**config.mk**
```make
export PLATFORM = sky130hd
export DESIGN_NAME = flagmod_csr_bank
export DESIGN_NICKNAME = d
export VERILOG_FILES = /design/src/rtl/flagmod_csr_bank.sv
export SDC_FILE = /design/constraint.sdc
export NUM_CORES = 1
export LEC_CHECK = 0
export ABC_AREA = 1
export ABC_CLOCK_PERIOD_IN_PS = 2000
export BUFFER_PORTS_ARGS = -buffer_cell sky130_fd_sc_hd__buf_2
export CAP_MARGIN = 5
export CORE_MARGIN = 1
export CORE_UTILIZATION = 48
export CTS_CLUSTER_SIZE = 10
export DETAILED_ROUTE_END_ITERATION = 16
export PLACE_DENSITY_LB_ADDON = 0.1
export SLEW_MARGIN = 20
export SYNTH_ARGS = -nofsm -noshare
export SYNTH_HDL_FRONTEND = slang
export SYNTH_SLANG_ARGS = --single-unit
```
**constraint.sdc**
```tcl
create_clock -name clk_i -period 2 [get_ports clk_i]
set_clock_uncertainty 0.05 [all_clocks]
set_input_delay 0.4 -clock clk_i [delete_from_list [all_inputs] [get_ports clk_i]]
set_output_delay 0.4 -clock clk_i [all_outputs]
set_load 0.005 [all_outputs]
```
**src/rtl/flagmod_csr_bank.sv**
```systemverilog
module flagmod_csr_bank #(
  parameter int AW        = 12,
  parameter int DW        = 32,
  parameter int GRP_W     = 4,
  parameter int N_GRP     = 2,
  parameter int MOD_WORDS = 8,
  parameter logic [AW-1:0] GRP_BASE   = 12'h7C0,
  parameter logic [AW-1:0] FLAGS_ADDR = 12'h7C8,
  parameter logic [AW-1:0] MOD_BASE   = 12'h7D0
) (
  input  logic                     clk_i,
  input  logic                     rst_ni,
  input  logic [AW-1:0]            csr_addr_i,
  input  logic [DW-1:0]            csr_wdata_i,
  input  logic                     csr_we_i,
  input  logic                     csr_set_i,
  output logic [DW-1:0]            csr_rdata_o,
  output logic                     csr_illegal_o,
  input  logic [N_GRP-1:0]         dp_flag_we_i,
  input  logic [GRP_W*N_GRP-1:0]   dp_flags_i,
  output logic [GRP_W*N_GRP-1:0]   flags_o,
  output logic [DW*MOD_WORDS-1:0]  mod_o
);
  localparam int FW   = GRP_W * N_GRP;
  localparam int MODW = DW * MOD_WORDS;

  logic [FW-1:0]        flags_q, flags_d;
  logic [MODW-1:0]      mod_q;
  logic [N_GRP-1:0]     hit_grp;
  logic [MOD_WORDS-1:0] hit_mod;
  logic                 hit_flags, mapped;
  logic [DW-1:0]        wval;

  assign hit_flags = (csr_addr_i == FLAGS_ADDR);

  for (genvar g = 0; g < N_GRP; g++) begin : g_grp_dec
    localparam logic [AW-1:0] GA = GRP_BASE + AW'(g);
    assign hit_grp[g] = (csr_addr_i == GA);
  end

  for (genvar w = 0; w < MOD_WORDS; w++) begin : g_mod_dec
    localparam logic [AW-1:0] MA = MOD_BASE + AW'(w);
    assign hit_mod[w] = (csr_addr_i == MA);
  end

  assign mapped = hit_flags | (|hit_grp) | (|hit_mod);

  always_comb begin
    csr_rdata_o = '0;
    if (hit_flags) csr_rdata_o[FW-1:0] = flags_q;
    for (int g = 0; g < N_GRP; g++)
      if (hit_grp[g]) csr_rdata_o[GRP_W-1:0] = flags_q[g*GRP_W +: GRP_W];
    for (int w = 0; w < MOD_WORDS; w++)
      if (hit_mod[w]) csr_rdata_o = mod_q[w*DW +: DW];
  end

  assign wval = csr_set_i ? (csr_rdata_o | csr_wdata_i) : csr_wdata_i;

  always_comb begin
    flags_d = flags_q;
    for (int g = 0; g < N_GRP; g++)
      if (dp_flag_we_i[g]) flags_d[g*GRP_W +: GRP_W] = dp_flags_i[g*GRP_W +: GRP_W];
    if (csr_we_i && hit_flags) flags_d = wval[FW-1:0];
    for (int g = 0; g < N_GRP; g++)
      if (csr_we_i && hit_grp[g]) flags_d[g*GRP_W +: GRP_W] = wval[GRP_W-1:0];
  end

  always_ff @(posedge clk_i or negedge rst_ni) begin
    if (!rst_ni) begin
      flags_q       <= '0;
      csr_illegal_o <= 1'b0;
    end else begin
      flags_q       <= flags_d;
      csr_illegal_o <= csr_we_i && !mapped;
    end
  end

  for (genvar w = 0; w < MOD_WORDS; w++) begin : g_mod_word
    always_ff @(posedge clk_i or negedge rst_ni) begin
      if (!rst_ni)                     mod_q[w*DW +: DW] <= '0;
      else if (csr_we_i && hit_mod[w]) mod_q[w*DW +: DW] <= wval;
    end

    a_r7_window_isolated: assert property (@(posedge clk_i) disable iff (!rst_ni)
      !(csr_we_i && hit_mod[w]) |=> $stable(mod_o[w*DW +: DW]));
  end

  assign flags_o = flags_q;
  assign mod_o   = mod_q;

  a_r3_group_read_upper_zero: assert property (@(posedge clk_i) disable iff (!rst_ni)
    (|hit_grp) |-> (csr_rdata_o[DW-1:GRP_W] == '0));

  a_r4_grp0_write_keeps_grp1: assert property (@(posedge clk_i) disable iff (!rst_ni)
    (csr_we_i && hit_grp[0] && !dp_flag_we_i[1]) |=> $stable(flags_o[FW-1:GRP_W]));

  a_r9_unmapped_read_zero: assert property (@(posedge clk_i) disable iff (!rst_ni)
    !mapped |-> (csr_rdata_o == '0));

  a_r9_illegal_pulse: assert property (@(posedge clk_i) disable iff (!rst_ni)
    (csr_we_i && !mapped) |=> csr_illegal_o);

  a_r9_no_spurious_illegal: assert property (@(posedge clk_i) disable iff (!rst_ni)
    !(csr_we_i && !mapped) |=> !csr_illegal_o);

  a_r9_unmapped_write_no_change: assert property (@(posedge clk_i) disable iff (!rst_ni)
    (csr_we_i && !mapped && dp_flag_we_i == '0) |=> ($stable(flags_o) && $stable(mod_o)));

  a_r10_csr_wins_combined: assert property (@(posedge clk_i) disable iff (!rst_ni)
    (csr_we_i && hit_flags && !csr_set_i) |=> (flags_o == $past(csr_wdata_i[FW-1:0])));

endmodule

```
# Yosys cells after proc, flatten, opt, wreduce, memory -nomap -nowiden
# Cells that the tools add are included.
word_totals:
  reg_bits: 265
  output_inout_bits: 297
  inputBits: 58
op_classes:
  n_mux: 17
  bitwise: 3
  eq_ne: 11
  reduce_logical: 17
ops:
  columns: ["op", "n"]
  rows:
  - ["$mux 32", 9]
  - ["$eq 12x11->1 const B", 11]
  - ["$or 32x32->32", 1]
  - ["$mux 4", 6]
  - ["$mux 8", 2]
  - ["$logic_and 1x1->1", 12]
  - ["$reduce_or 8->1", 1]
  - ["$reduce_bool 3->1", 2]
  - ["$or 1x1->1", 2]
  - ["$reduce_or 2->1", 1]
  - ["$logic_not 1->1", 1]

# Depth between registers and ports, before layout
depth:
  ltp_word: 16
  depth_mapped: 20
  mapped_depth_nobuf: 20

# Least setup slack after synthesis
# No wires, ideal clock.
synth_path:
  kind: "input -> output"
  from: "input port csr_addr_i[7]"
  to: "output port csr_rdata_o[13]"
  path_slack_ps: -101
  required_ps: 1550
  path_stages: 11
  arrival_time_ps: 1651
  cell_sequence: "nand2_1 inv_1 nand3_2 nor2_4 nand2_4 nand2_4 inv_2 buf_6 o211ai_1 a21o_1 nand2_2"
synth_via:
  elab_chain_len: 9
synth_lines:
  columns: ["item", "line_no", "source"]
  rows:
  - ["from (decl)", "13", "input logic [AW-1:0] csr_addr_i,"]
  - ["$eq 12x11->1", "43", "assign hit_mod[w] = (csr_addr_i == MA);"]
  - ["$mux 32 (7 in a row)", "54", "if (hit_mod[w]) csr_rdata_o = mod_q[w*DW +: DW];"]
  - ["$mux 32 (*)", "54", null]
  - ["to (decl)", "17", "output logic [DW-1:0] csr_rdata_o,"]
# Every way passes the cells marked *; elsewhere a longest branch is shown, timed or not.

# Worst setup path after layout
layout_path:
  from: "input port csr_addr_i[11]"
  to: "output port csr_rdata_o[29]"
# The elaborated chain is that of the path after synthesis.

==> flow_summary.yaml <==
sta:
  min_period_over_period: 1.25
  worst_pin_slew_ps: 678
  hold_viol: 0
  slew_headroom: 0.544
  setup_violations: 32
  fin_crit_ps: 2500
  fin_ws_ps: -503
  fmax_mhz: 400
  slew_viol_final: 0
  rsz0062_at_grt: "yes"
  fin_hold_ws_ps: 22.6
route:
  detail_route.wirelength_mm: 55.7
  dr.first_iter.drc_count: 1543
  drc_errors: 0
  drtAntennaViolNets: 0
  wl_per_cell_um: 21.6
  first_pass_iters: 6
  via_per_inst: 5.69
  via_count: 14700
power_and_ir_drop:
  seq_power_share: 0.486
  irDropWorstVdd_mv: 0.622
  power_switching_mw: 2.68
  switching_share: 0.239
  p_int_mw: 8.52
  comb_power_share: 0.062
  power_frac_clock: 0.452
  power_mw: 11.2
  leakage_nw: 11.1
  powerDensity_mw_per_mm2: 588
worst_setup_path:
  r2r-end: "flags_o[5]$_DFFE_PN0P_"
  cp_data_required_time_ps: 1550
  path_class: "primary input to primary output"
  rrSetupSlack_ps: 160
  endpoint_kind: "primary output"
  crit_fanout: 5
  r2r_cells: 16
  crit_end: "csr_rdata_o[29]"
  startpoint: "csr_addr_i[11]"
  cp-start-kind: "primary input"
  r2r-start: "flags_o[5]$_DFFE_PN0P_"
  arrival_ps: 2050
final_layout:
  layout.nets: 2286
  fin_util: 0.707
  drive_above_1_share: 0.367
  diodes: 0
  area_growth_pct: 44.7
synthesis:
  netlist_instances: 1713
  ys.flop_type: "dfrtp_1"
  ys_types: 40
  synth_edf_count: 0
  synthTopCellsByArea: "dfrtp_1 50%, nand2_1 25%, inv_1 2.7%, nand3_1 2.1%, o21ai_0 1.6%"
  avgSynthCellArea_um2: 7.68
  syn_nets: 1771
  synth_top_cell_area_share: 0.504
  ys_warn_count: 0
  synthArstFlopShare: 1.00
  yosysTopAreaCell: "dfrtp_1"
  ys_seq_elements: 265
  ys_seq_area_frac: 0.504
  syn_area_mm2: 0.0132
die:
  coreArea_mm2: 0.0270
  die_x_um: 168
  die_h_um: 168
  start_util: 0.488
  die-area_mm2: 0.0281
  row_count: 60
  num_io_pins: 355
placed_design:
  hpwlAfterDp_mm: 38.8
  numPortBuffers: 354
  gp_congestion: 1.00
  post-place-ws_ps: -610
grt:
  antenna_found_initial: 0
  globalRouteOverflowTotal: 0
  grt_pass1_wl_mm: 82.8
  grt_max_degree: 58
  grt_usage: 0.389
  grt_pass1_vias: 13800
clock_network:
  cts-root-buf: "clkbuf_16"
  clock_latency_ps: 570
  cts_sinks: 265
  cts_tree: "done"
  cts_buffers: 31
  htreeDepth: 1
  path_clk_slew_ps: 60
  clockBufferDepth: 3
status:
  violations: "negative setup slack"
  outcome: "complete, but fails checks"
hold_path:
  hold_path_class: "primary input to register"
  holdCritStartpoint: "dp_flags_i[0]"
flow_run:
  maxCapViolations: 0
sequential cells by signal (all words and copies together), names as in the netlist:
name	flops
mod_o	256
csr_illegal_o	1
flags_o	8
Yosys cell counts (7+ instances only):
cell,instances
nor2_4,8
o221ai_1,23
a221oi_1,24
a21oi_1,22
nor4_1,7
nand2_2,29
nand2_1,861
o21ai_1,43
nand3_1,55
inv_1,94
o21ai_0,43
o211ai_2,9
buf_2,19
dfrtp_1,265
clkbuf_1,45
a31oi_1,10
inv_2,14
o211ai_1,15
buf_1,10
nor2_1,41
a21o_1,23
timing repair:
item | in CTS | in global routing
gates resized for setup | 131 | 119
setup buffers | 32 | 26
endpoints found under the hold margin | 40 | 0
pin swaps | 46 | 57
hold buffers | 1 | 0
setup endpoints to repair | 32 | 90
gates cloned | 6 | 1
final cells by class:
class | count | area (um^2)
Tap cell | 341 | 427
Timing Repair Buffer | 565 | 4220
Inverter | 115 | 499
Fill cell | 2232 | 7900
Clock buffer | 40 | 840
Clock inverter | 2 | 13.8
Multi-Input combinational cell | 1250 | 6420
Sequential cell | 265 | 6630
worst max-delay path, stage by stage:
cell	delay, ps
buf_8	110
clkinv_4	30
nand2_2	50
nor2_4	150
buf_12	140
nand3_4	110
nor2_8	230
buf_12	160
nand2_4	40
nand3_2	60
o211ai_1	160
a21o_1	230
nand2_1	70
buf_2	110
layer usage:
layer / GRT usage / wire length (um)
met3: 0.0801 / 6030
met5: 0 / 0
met1: 0.517 / 21600
met2: 0.612 / 25400
met4: 0.177 / 2710
cells in the final DEF, fill, tap and decap left out, drive strengths merged, types with 2 or more instances in the layout:
master / n
inv: 107
nand2: 894
o21ai: 87
clkbuf: 41
nand3: 62
o211ai: 24
a21boi: 3
clkinv: 10
nor3: 4
a31oi: 10
nor2: 56
a21o: 23
a21oi: 22
nor4: 7
a221oi: 24
nand4: 6
o221ai: 23
buf: 562
or2: 2
dfrtp: 265
how the worst min path moves through the flow:
stage | slack, ps | cells after the start | to
6_report | 20 | 3 | flags_o[0]$_DFFE_PN0P_
4_1_cts | 10 | 3 | flags_o[0]$_DFFE_PN0P_
2_1_floorplan | 50 | 0 | csr_illegal_o$_DFF_PN0_
5_1_grt | 40 | 3 | flags_o[0]$_DFFE_PN0P_
3_5_place_dp | 300 | 1 | flags_o[0]$_DFFE_PN0P_
3_3_place_gp | 300 | 1 | flags_o[0]$_DFFE_PN0P_
kinds of logic (layout without fill, tap and decap cells):
group           count (synthesis)  count (layout)  share of synthesized area
flops                         265             265                      0.504
simple gates                 1032            1032                      0.322
buf+inv                       198             722                     0.0630
compound gates                218             218                      0.111
metrics by stage:
step | TNS, ps | std cells | instance area (um^2)
floorplan | -1640 | 1713 | 13300
global placement | -126570 | 2478 | 16700
detailed placement | -136000 | 2478 | 16700
CTS | -15090 | 2559 | 18500
global route | -16680 | 2578 | 19000
finish | -14460 | 2578 | 19000
power groups by stage:
stage / clock network, mW / registers (mW) / logic, mW
floorplan: 0 / 5.53 / 0.211
global placement: 0 / 5.54 / 0.607
detailed placement: 0 / 5.54 / 0.613
CTS: 5.06 / 5.45 / 0.660
global route: 5.29 / 5.45 / 0.750
finish: 5.06 / 5.45 / 0.692
Power figures use the tool's default switching activity.
